--- src/rtl/clkdiv_pkg.sv ---
package clkdiv_pkg;

    localparam int HALF_W        = 4;
    localparam int NUM_BANKS     = 3;
    localparam int OUTS_PER_BANK = 4;
    localparam int NUM_OUTS      = NUM_BANKS * OUTS_PER_BANK;

    typedef logic [HALF_W-1:0] half_t;

    typedef enum logic [1:0] {
        BANK_A  = 2'd0,
        BANK_B  = 2'd1,
        BANK_C  = 2'd2,
        BANK_FB = 2'd3
    } bank_e;

    typedef struct packed {
        logic  phase;
        half_t count;
        half_t span;
    } div_state_t;

    // Half period in fast-clock cycles for a 2-bit select
    function automatic half_t half_of(bank_e kind, logic [1:0] s);
        half_t h;
        case (kind)
            BANK_A: begin
                case (s)
                    2'd0:    h = half_t'(2);
                    2'd1:    h = half_t'(3);
                    2'd2:    h = half_t'(4);
                    default: h = half_t'(6);
                endcase
            end
            BANK_C:  h = half_t'(s) + half_t'(1);
            default: h = half_t'(s) + half_t'(2);
        endcase
        return h;
    endfunction

endpackage

--- src/rtl/clkdiv_counter.sv ---
module clkdiv_counter
    import clkdiv_pkg::*;
#(
    parameter bank_e KIND  = BANK_A,
    parameter int    SEL_W = 2
) (
    input  logic             clk,
    input  logic             rst,
    input  logic [SEL_W-1:0] sel,
    output logic             phase
);

    half_t      next_half;
    div_state_t st;

    generate
        if (KIND == BANK_FB) begin : g_doubled
            half_t base;
            assign base      = half_of(BANK_B, sel[1:0]);
            assign next_half = sel[SEL_W-1] ? half_t'(base << 1) : base;
        end else begin : g_direct
            assign next_half = half_of(KIND, sel[1:0]);
        end
    endgenerate

    always_ff @(posedge clk) begin
        if (rst) begin
            st <= '0;
        end else if (st.count == '0) begin
            st.phase <= ~st.phase;
            if (!st.phase) begin
                st.span  <= next_half;
                st.count <= next_half - half_t'(1);
            end else begin
                st.count <= st.span - half_t'(1);
            end
        end else begin
            st.count <= st.count - half_t'(1);
        end
    end

    assign phase = st.phase;

    // the phase may only move on a terminal count
    assert_phase_steady_R1: assert property (@(posedge clk) disable iff (rst)
        (st.count != '0) |=> $stable(phase));

    // a period's length never changes while it is counting
    assert_span_steady_R11: assert property (@(posedge clk) disable iff (rst)
        (st.count != '0) |=> $stable(st.span));

endmodule

--- src/rtl/clkdiv_gate.sv ---
module clkdiv_gate (
    input  logic clk,
    input  logic rst,
    input  logic raw,
    input  logic freeze,
    output logic q
);

    logic hold;

    always_ff @(posedge clk) begin
        if (rst)       hold <= 1'b0;
        else if (!raw) hold <= freeze;
    end

    assign q = raw & ~hold;

    // output edges only ever coincide with edges of the raw divided clock
    assert_clean_rise_R6: assert property (@(posedge clk) disable iff (rst)
        $rose(q) |-> $rose(raw));
    assert_clean_fall_R6: assert property (@(posedge clk) disable iff (rst)
        $fell(q) |-> $fell(raw));

    // a freeze requested while low keeps the output low next cycle
    assert_frozen_low_R5: assert property (@(posedge clk) disable iff (rst)
        (freeze && !raw) |=> !q);

endmodule

--- src/rtl/clkdiv_banks.sv ---
module clkdiv_banks
    import clkdiv_pkg::*;
(
    input  logic        clk,
    input  logic        rst,
    input  logic        out_en,
    input  logic [1:0]  sel_a,
    input  logic [1:0]  sel_b,
    input  logic [1:0]  sel_c,
    input  logic [2:0]  sel_fb,
    input  logic        inv_c,
    input  logic [11:0] freeze,
    output logic [3:0]  clk_a,
    output logic [3:0]  clk_b,
    output logic [3:0]  clk_c,
    output logic        clk_fb,
    output logic        drive_en
);

    logic                 div_rst;
    logic [1:0]           bank_sel [NUM_BANKS];
    logic [NUM_BANKS-1:0] bank_ph;
    logic [NUM_OUTS-1:0]  outs;
    logic                 fb_ph;

    assign div_rst     = rst | ~out_en;
    assign bank_sel[0] = sel_a;
    assign bank_sel[1] = sel_b;
    assign bank_sel[2] = sel_c;

    generate
        for (genvar b = 0; b < NUM_BANKS; b++) begin : g_bank
            logic ph;

            clkdiv_counter #(.KIND(bank_e'(b)), .SEL_W(2)) u_cnt (
                .clk   (clk),
                .rst   (div_rst),
                .sel   (bank_sel[b]),
                .phase (ph)
            );
            assign bank_ph[b] = ph;

            for (genvar o = 0; o < OUTS_PER_BANK; o++) begin : g_out
                localparam logic FLIP = (b == NUM_BANKS - 1) && (o >= OUTS_PER_BANK - 2);
                logic raw;
                assign raw = ph ^ (FLIP & inv_c);

                clkdiv_gate u_gate (
                    .clk    (clk),
                    .rst    (rst),
                    .raw    (raw),
                    .freeze (freeze[b*OUTS_PER_BANK + o]),
                    .q      (outs[b*OUTS_PER_BANK + o])
                );
            end
        end
    endgenerate

    clkdiv_counter #(.KIND(BANK_FB), .SEL_W(3)) u_fb_cnt (
        .clk   (clk),
        .rst   (div_rst),
        .sel   (sel_fb),
        .phase (fb_ph)
    );

    always_ff @(posedge clk) begin
        if (rst) drive_en <= 1'b0;
        else     drive_en <= out_en;
    end

    assign clk_a  = outs[OUTS_PER_BANK-1:0];
    assign clk_b  = outs[2*OUTS_PER_BANK-1:OUTS_PER_BANK];
    assign clk_c  = outs[3*OUTS_PER_BANK-1:2*OUTS_PER_BANK];
    assign clk_fb = fb_ph;

    // a low enable drops the flag and parks every divider low
    assert_disable_flag_R8: assert property (@(posedge clk) disable iff (rst)
        !out_en |=> (!drive_en && bank_ph == '0 && !fb_ph));

    // all dividers rise together on leaving reset
    assert_aligned_start_R10: assert property (@(posedge clk) disable iff (rst)
        $fell(div_rst) |=> (&bank_ph && fb_ph));

endmodule

--- config.mk ---
export PLATFORM = sky130hd
export DESIGN_NAME = clkdiv_banks
export DESIGN_NICKNAME = d
export VERILOG_FILES = /design/src/rtl/clkdiv_pkg.sv /design/src/rtl/clkdiv_counter.sv /design/src/rtl/clkdiv_gate.sv /design/src/rtl/clkdiv_banks.sv
export SDC_FILE = /design/constraint.sdc
export NUM_CORES = 1
export LEC_CHECK = 0
export BUFFER_PORTS_ARGS = -buffer_cell sky130_fd_sc_hd__buf_2
export CORE_AREA = 2 2 68 83
export CTS_BUF_LIST = sky130_fd_sc_hd__clkbuf_8
export DETAILED_ROUTE_END_ITERATION = 6
export DIE_AREA = 0 0 70 85
export GPL_TIMING_DRIVEN = 0
export PLACE_DENSITY = 0.71
export REMOVE_ABC_BUFFERS = 1
export SETUP_SLACK_MARGIN = 0.02
export SLEW_MARGIN = 20
export SYNTH_ARGS = -nofsm -noshare
export SYNTH_HDL_FRONTEND = slang
export SYNTH_SLANG_ARGS = --single-unit
--- constraint.sdc ---
create_clock -name clk -period 2.6 [get_ports clk]
set_input_delay 0.52 -clock clk [delete_from_list [all_inputs] [get_ports clk]]
set_output_delay 0.52 -clock clk [all_outputs]
set_load 0.05 [all_outputs]
; ---- Yosys cells after proc, flatten, opt, wreduce, memory -nomap -nowiden
; Cells that the tools add are included.
[classes]
addsub = 15
n_mul = 0
div = 0
order_cmp = 0
eq_ne = 2
n_shift = 0
muxes = 10
n_bitwise = 31
n_reduce_logical = 9
[op_table]
columns = op, n
row1 = "4-bit by 1-bit subtractor with 4-bit output, second input constant", 11
row2 = 4-bit 2-to-1 mux, 9
row3 = 1-bit inverter, 17
row4 = 4-bit zero test, 4
row5 = 1-bit bitwise AND, 12
row6 = 3-bit case mux with 3 select lines, 1
row7 = 2-bit AND reduction, 4
row8 = "2-bit by 2-bit adder with 3-bit output, second input constant", 2
row9 = "3-bit by 1-bit subtractor with 4-bit output, second input constant", 1
row10 = "2-bit by 1-bit adder with 3-bit output, second input constant", 1
row11 = "2-bit by 1-bit equality test with 1-bit output, second input constant", 1
row12 = "2-bit equality test, second input constant", 1
row13 = 2-bit zero test, 1
row14 = 1-bit OR, 1
row15 = 1-bit XOR, 1
[totals]
ff_bits = 49
latchBits = 0
mem_bits_rw = 0
romBits = 0
output_inout_bits = 14
wordCells = 92
mem_count = 0

; ---- Depth between registers and ports, before layout
; Gate-level depths: netlist of run 1.
[logic_depth]
depth_word = 5
mapped_depth = 7
depth_no_buf = 7

; ---- Modules after synthesis
; Synthesis of run 1 repeated with hierarchy kept, for this count alone.
[unflattened]
hier_cells = 233
area_unflattened_um2 = 2168.3
[modules_own_cells]
columns = mod, n_inst, cells_each, area_per_inst_um2, seq_area_each_um2
row1 = clkdiv_gate, 12, 4, 40.0, 20.0
row2 = clkdiv_counter at u_fb_cnt, 1, 53, 466.7, 180.2
row3 = clkdiv_counter at g_bank[2].u_cnt, 1, 43, 412.9, 160.2
row4 = clkdiv_counter at g_bank[0].u_cnt, 1, 46, 402.9, 160.2
row5 = clkdiv_counter at g_bank[1].u_cnt, 1, 39, 364.1, 160.2
row6 = clkdiv_banks, 1, 4, 41.3, 20.0

; ---- Worst setup path before layout of run 1
; No wires, ideal clock.
[synth_timing]
path_type = register to register
from = register, netlist name u_fb_cnt.phase
to = register u_fb_cnt.st[7] (netlist name)
arrival_ns = 2.077
required_ns = 2.477
path_slack_ns = 0.400
stages_incl_launch_ff = 6
path_buffers = 1
synth_period_minus_slack_ns = 2.200
path_cell_list = dfxtp_1 clkbuf_1 mux2_2 a21oi_1 nor4bb_1 mux2_1
[synth_via]
elab_chain_cells = 2
[synth_lines]
columns = element, line
row1 = 4-bit 2-to-1 mux, clkdiv_counter.sv:31  ; if (!st.phase) begin
row2 = 4-bit 2-to-1 mux, clkdiv_counter.sv:29  ; end else if (st.count == '0) begin
row3 = "end, declared", clkdiv_counter.sv:14  ; div_state_t st;
; No other way between the ends.
; A chain may end at the register's enable or synchronous reset.

; ---- Worst setup path in the final report of run 1
[layout_timing]
from = register, netlist name g_bank[2].u_cnt.phase
to = output clk_c[2]
[layout_via]
elab_chain_cells = 2
[layout_lines]
columns = element, line
row1 = 1-bit XOR, clkdiv_banks.sv:46  ; assign raw = ph ^ (FLIP & inv_c);
row2 = 1-bit bitwise AND, clkdiv_gate.sv:16  ; assign q = raw & ~hold;
row3 = "end, declared", clkdiv_banks.sv:15  ; output logic [3:0] clk_c,
; No other way between the ends.

==> results of run 1 <==
==> cell families after synthesis <==
| kind of cell | after synthesis |
|---|---|
| xor+xnor | 8 |
| mux | 22 |
| compound gates | 40 |
| buf+inv | 25 |
| fa+ha+maj | 6 |
| simple gates | 93 |
| flops | 46 |
==> worst max-delay path: stages, from the launching register on <==
cell     delay (ps)
dfxtp_1         620
xnor2_1         250
nor2_1          140
buf_2           270
==> placed cells by master (no fill, tap or decap) <==
cell	netlist	routed
a2111oi_4	1	1
a211oi_1	2	2
a21oi_1	21	21
a2bb2oi_1	1	1
a31oi_1	5	5
a41o_1	2	2
and2_1	3	3
and2b_1	1	1
buf_2	0	38
bufinv_16	0	2
clkbuf_8	0	6
dfxtp_1	46	46
ha_1	6	6
inv_1	3	3
mux2_1	1	1
mux2_2	7	7
mux2i_1	14	14
nand2_1	15	15
nand2b_1	6	5
nand2b_2	0	1
nand3_1	1	1
nor2_1	39	39
nor2b_1	13	13
nor3_1	4	4
nor4_1	3	3
nor4b_1	1	1
nor4bb_1	1	1
o21ai_0	7	7
o31ai_1	1	1
or3_1	1	1
or3b_2	1	1
or4_1	3	3
or4_4	1	1
xnor2_1	3	3
xor2_1	5	5
==> path summary, 6_finish.rpt <==
path / cells past startpoint / to
setup / recovery: 3 / clk_c[2]
hold / removal: 2 / g_bank[2].u_cnt.st[0]
setup reg to reg: 6 / u_fb_cnt.st[6]
hold reg to reg: 2 / u_fb_cnt.st[0]
==> area by class of cell <==
class,instances,share of cell area
Clock inverter,2,0.0247
Timing Repair Buffer,38,0.0783
Clock buffer,6,0.0340
Tap cell,62,0.0319
Inverter,3,0.00463
Sequential cell,46,0.379
Multi-Input combinational cell,169,0.447
==> per-stage QoR <==
stage	util	hold WS, ps	setup WS [ps]	std cells
finish	0.472	434	506	326
global route	0.472	440	389	326
CTS	0.472	421	481	326
detailed placement	0.444	461	341	318
global placement	0.443	442	-118	318
floorplan	-	433	543	218
==> state kept, by name, indices dropped and copies added, names as in the netlist <==
| register | cells |
|---|---|
| g_bank.g_out.u_gate.hold | 12 |
| u_fb_cnt.st | 8 |
| drive_en | 1 |
| u_fb_cnt.phase | 1 |
| g_bank.u_cnt.phase | 3 |
| g_bank.u_cnt.st | 21 |
==> layer usage <==
| layer | wire (um) | vias to the layer above | part of all wire |
|---|---|---|---|
| li1 | - | 854 | - |
| met1 | 1620 | 793 | 0.43 |
| met2 | 1960 | 19 | 0.52 |
| met3 | 110 | 7 | 0.029 |
| met4 | 70 | 0 | 0.019 |
| met5 | 0 | - | 0 |
==> power groups by stage <==
stage	clock (uW)	combinational (uW)	sequential, uW
floorplan	0	783	962
global placement	0	943	975
detailed placement	0	966	981
CTS	672	970	967
global route	694	1070	991
finish	646	958	967
==> flow_metrics.env, run 1 <==
export IMPL_drv_cap=0
export IMPL_arrival_ps=1570
export IMPL_p_switching_uw=944
export IMPL_async_flop_share=0
export IMPL_setup_viol=0
export IMPL_seqCellArea_sq_um=921
export IMPL_synth_top_cell_by_area="dfxtp_1"
export IMPL_drc_errors=0
export IMPL_vias=1673
export IMPL_htree_num_levels=2
export IMPL_wire_per_inst_um=11.5
export IMPL_synth_most_common_cell="dfxtp_1"
export IMPL_cts_tree="yes"
export IMPL_r2r_slack_ps=560
export IMPL_use_met3=0.0321
export IMPL_avgSynthCellArea_sq_um=8.94
export IMPL_rsz0062_at_grt="no"
export IMPL_totalPowerFinal_uw=2570
export IMPL_r2r_start="u_fb_cnt.st[5]"
export IMPL_worst_pin_slew_ps=680
export IMPL_nets=294
export IMPL_required_ps=2080
export IMPL_synth_area_sq_mm=0.00214
export IMPL_drive_gt1_frac=0.216
export IMPL_internal_power_uw=1630
export IMPL_die_w_um=70
export IMPL_cp_end_kind="output port"
export IMPL_p_leak_uw=0.00106
export IMPL_worstSetupPathType="register to output port"
export IMPL_path_max_fanout=13
export IMPL_postCtsSetupBuffers=0
export IMPL_coreArea_sq_mm=0.00515
export IMPL_ys_ff_latch=46
export IMPL_drt_wl_total_mm=3.76
export IMPL_final_area_sq_mm=0.00243
export IMPL_start_util=0.416
export IMPL_met2_usage=0.243
export IMPL_syn_inst=240
export IMPL_grt_pass1_wl_mm=6.62
export IMPL_busiest_layer="met2"
export IMPL_irDropWorstVdd_v=0.000479
export IMPL_clockPowerShare=0.251
export IMPL_clock_skew_ps=8.42
export IMPL_power_frac_seq=0.376
export IMPL_dpl_hpwl_mm=2.77
export IMPL_synth_xor_area_frac=0.0327
export IMPL_synthMuxAreaShare=0.107
export IMPL_die_area_sq_mm=0.00595
export IMPL_drtPass1Iterations=4
export IMPL_grt_start_max_net_pins=33
export IMPL_numClockSinks=46
export IMPL_swShare=0.367
export IMPL_synth_adder_area_share=0.0350
export IMPL_rows=29
export IMPL_grtUsageMet1=0.147
export IMPL_io_buffers=38
export IMPL_placed_area_sq_mm=0.00229
export IMPL_synth_cell_types=34
export IMPL_synth_area_leaders="dfxtp_1 (43%), nor2_1 (6.8%), mux2i_1 (6.5%)"
export IMPL_synth_seq_area_share=0.429
export IMPL_synth_edf_count=0
export IMPL_cts_root_buf="clkbuf_8"
export IMPL_synth_top_area_share=0.429
export IMPL_drtAntennaViolNets=0
export IMPL_tns_ps=0
export IMPL_antenna_found_initial=0
export IMPL_avgViaCountPerCell=5.13
export IMPL_diodes=0
export IMPL_synth_simple_area_share=0.214
export IMPL_worstSetupStartpointType="register"
export IMPL_cts_buffers=5
export IMPL_fin_crit_sh=0.805
export IMPL_gr_total_overflow=0
export IMPL_synthTopCellsByCount="dfxtp_1 (46), nor2_1 (39), a21oi_1 (21)"
export IMPL_hold_violations=0
export IMPL_cts_buffer_depth=2
export IMPL_hp_class="primary input to register"
export IMPL_drt_iter0_drc=71
export IMPL_synth_top_family_by_area="simple AND/OR/NAND/NOR gates"
export IMPL_period_needed_ps=2090
export IMPL_multiInputGateArea_sq_mm=0.00109
export IMPL_syn2layout_area_growth_pct=13.3
export IMPL_p_per_area_mw_per_mm2=1060
export IMPL_io_pin_count=39
export IMPL_nFillCells=529
export IMPL_max_freq_mhz=478
export IMPL_clk_latency_ps=300
export IMPL_ys_flop_type="dfxtp_1"
export IMPL_p_comb_frac=0.373
export IMPL_path_clk_slew_ps=80
export IMPL_cts_resized=0
export IMPL_slew_headroom=0.543
export IMPL_yosysWarnings=0
export IMPL_slew_viol_final=0
export IMPL_critical_path_startpoint="g_bank[2].u_cnt.phase"
export IMPL_postCtsHoldBufs=0
export IMPL_hp_start="sel_c[0]"
export IMPL_die_height_um=85
export IMPL_grt_pass1_vias=1603
export IMPL_synth_compound_area_share=0.117
export IMPL_status="finished clean"
export IMPL_track_usage=0.134
export IMPL_place_congestion=0.811
Power figures use the tool's default switching activity.
==> inputs of run 2 (changes only) <==
- clock period: 2.6 -> 2.15 ns (I/O delays scaled with it)
==> run 2 against run 1 <==
Clock power up 21%; utilization is 0.12 points higher; flip-flop and latch count unchanged; global-route usage unchanged; largest cell class unchanged; sequential power is 21% higher; cell count is the same; wire length hardly changed; die area unchanged; critical path depth is the same; non-clock buffer count is the same; combinational power grew 21%.
==> flow_metrics.env, run 2 (synthesized netlist as in run 1, its figures left out) <==
export IMPL_crit_path_max_incr_delay_ps=620
export IMPL_slowest_stage="dfxtp_1"
export IMPL_drtPass1Iterations=4
export IMPL_status="finished clean"
export IMPL_rows=29
export IMPL_worstSetupStartpointType="register"
export IMPL_layout_common_cells="dfxtp_1 (46), nor2_1 (39), buf_2 (38), a21oi_1 (21), nand2_1 (15)"
export IMPL_postCtsHoldBufs=0
export IMPL_worst_r2r_path_depth=5
export IMPL_hold_violations=0
export IMPL_final_cells=326
export IMPL_largest_reg_flops=21
export IMPL_cts_tree="yes"
export IMPL_place_congestion=0.811
export IMPL_cp_end_kind="output port"
export IMPL_grt_pass1_vias=1603
export IMPL_p_per_area_mw_per_mm2=1280
export IMPL_htree_num_levels=2
export IMPL_worst_pin_slew_ps=680
export IMPL_avgViaCountPerCell=5.13
export IMPL_setup_viol=0
export IMPL_coreArea_sq_mm=0.00515
export IMPL_fin_util=0.473
export IMPL_fin_crit_sh=0.932
export IMPL_grt_start_max_net_pins=33
export IMPL_io_buffers=38
export IMPL_die_area_sq_mm=0.00595
export IMPL_drive_gt1_frac=0.220
export IMPL_p_leak_uw=0.00106
export IMPL_cts_root_buf="clkbuf_8"
export IMPL_cp_depth=3
export IMPL_clock_skew_ps=8.42
export IMPL_grt_pass1_wl_mm=6.62
export IMPL_rsz0062_at_grt="no"
export IMPL_period_needed_ps=2000
export IMPL_numClockSinks=46
export IMPL_placed_area_sq_mm=0.00229
export IMPL_cts_buffers=5
export IMPL_drv_cap=0
export IMPL_clk_latency_ps=300
export IMPL_path_clk_slew_ps=80
export IMPL_tns_ps=0
export IMPL_slew_viol_final=0
export IMPL_max_freq_mhz=499
export IMPL_cp_top_family="flip-flops"
export IMPL_drtAntennaViolNets=0
export IMPL_arrival_ps=1570
export IMPL_syn2layout_area_growth_pct=13.6
export IMPL_layout_commonest_cell="dfxtp_1"
export IMPL_reg_largest_list="g_bank.u_cnt.st: 21 flops, g_bank.g_out.u_gate.hold: 12 flops, u_fb_cnt.st: 8 flops"
export IMPL_drt_iter0_drc=85
export IMPL_hp_class="primary input to register"
export IMPL_worst_path_buf_inv=1
export IMPL_nFillCells=529
export IMPL_path_max_fanout=13
export IMPL_nets=294
export IMPL_diodes=0
export IMPL_largest_register="g_bank.u_cnt.st"
export IMPL_worstSetupPathType="register to output port"
export IMPL_gr_total_overflow=0
export IMPL_required_ps=1720
export IMPL_cts_buffer_depth=2
export IMPL_start_util=0.416
export IMPL_vias=1673
export IMPL_irDropWorstVdd_v=0.000580
export IMPL_hold_path_depth=2
export IMPL_dpl_hpwl_mm=2.77
export IMPL_final_area_sq_mm=0.00244
export IMPL_antenna_found_initial=0
export IMPL_totalPowerFinal_uw=3110
export IMPL_place_inst=318
export IMPL_die_w_um=70
export IMPL_drc_errors=0
export IMPL_drt_wl_total_mm=3.76
export IMPL_slew_headroom=0.543
export IMPL_track_usage=0.134
export IMPL_wire_per_inst_um=11.5
export IMPL_cp_cell_sequence="xnor2_1 -> nor2_1 -> buf_2"
export IMPL_io_pin_count=39
export IMPL_die_height_um=85
## run 2: cell count changes in the layout (fill, tap and decap cells not counted)
cell and change:
nor4_1 -1, nor4_2 +1
## run 2: where the power goes
part / switching (uW) / internal, uW / total (uW)
logic: 687 / 470 / 1160
clock network: 285 / 496 / 780
registers: 169 / 1000 / 1170
total: 1140 / 1970 / 3110
## run 2: layout make-up
cell class / instances / area (sq um) / share of cell area
Inverter: 3 / 11.3 / 0.00462
Timing Repair Buffer: 38 / 190 / 0.0781
Tap cell: 62 / 77.6 / 0.0318
Multi-Input combinational cell: 169 / 1090 / 0.449
Sequential cell: 46 / 921 / 0.378
Clock buffer: 6 / 82.6 / 0.0339
Clock inverter: 2 / 60.1 / 0.0247
## run 2: worst reg2reg max path: stages (launching register included)
cell and delay (ps):
dfxtp_1 720, mux2_2 400, a21oi_1 280, ha_1 210, xor2_1 140, nor2_1 50
## run 2: what timing repair did
action / 4_1_cts / 5_1_grt
endpoints found under the setup margin: 0 / 1
hold endpoints to repair: 0 / 0
gates resized for setup: 0 / 1
setup buffers: 0 / 0
## run 2: per-stage QoR
step	hold slack (ps)	setup slack, ps
final	344	146
after global routing	350	22.1
after CTS	331	107
after detailed placement	461	-19.3
after global placement	442	-478
after floorplan	433	93.2
## run 2: metal layers
| layer | vias to the layer above | GRT usage | wire (um) |
|---|---|---|---|
| li1 | 855 | - | - |
| met1 | 792 | 0.147 | 1620 |
| met2 | 19 | 0.243 | 1960 |
| met3 | 7 | 0.0321 | 110 |
| met4 | 0 | 0.0612 | 70 |
| met5 | - | 0 | 0 |
## run 2: final timing paths
| path | start | end | slack (ps) |
|---|---|---|---|
| hold / removal | sel_c[0] | g_bank[2].u_cnt.st[0] | 340 |
| hold reg to reg | u_fb_cnt.st[0] | u_fb_cnt.st[0] | 470 |
| setup reg to reg | g_bank[1].u_cnt.phase | g_bank[1].u_cnt.st[6] | 200 |
| setup / recovery | g_bank[2].u_cnt.phase | clk_c[2] | 150 |
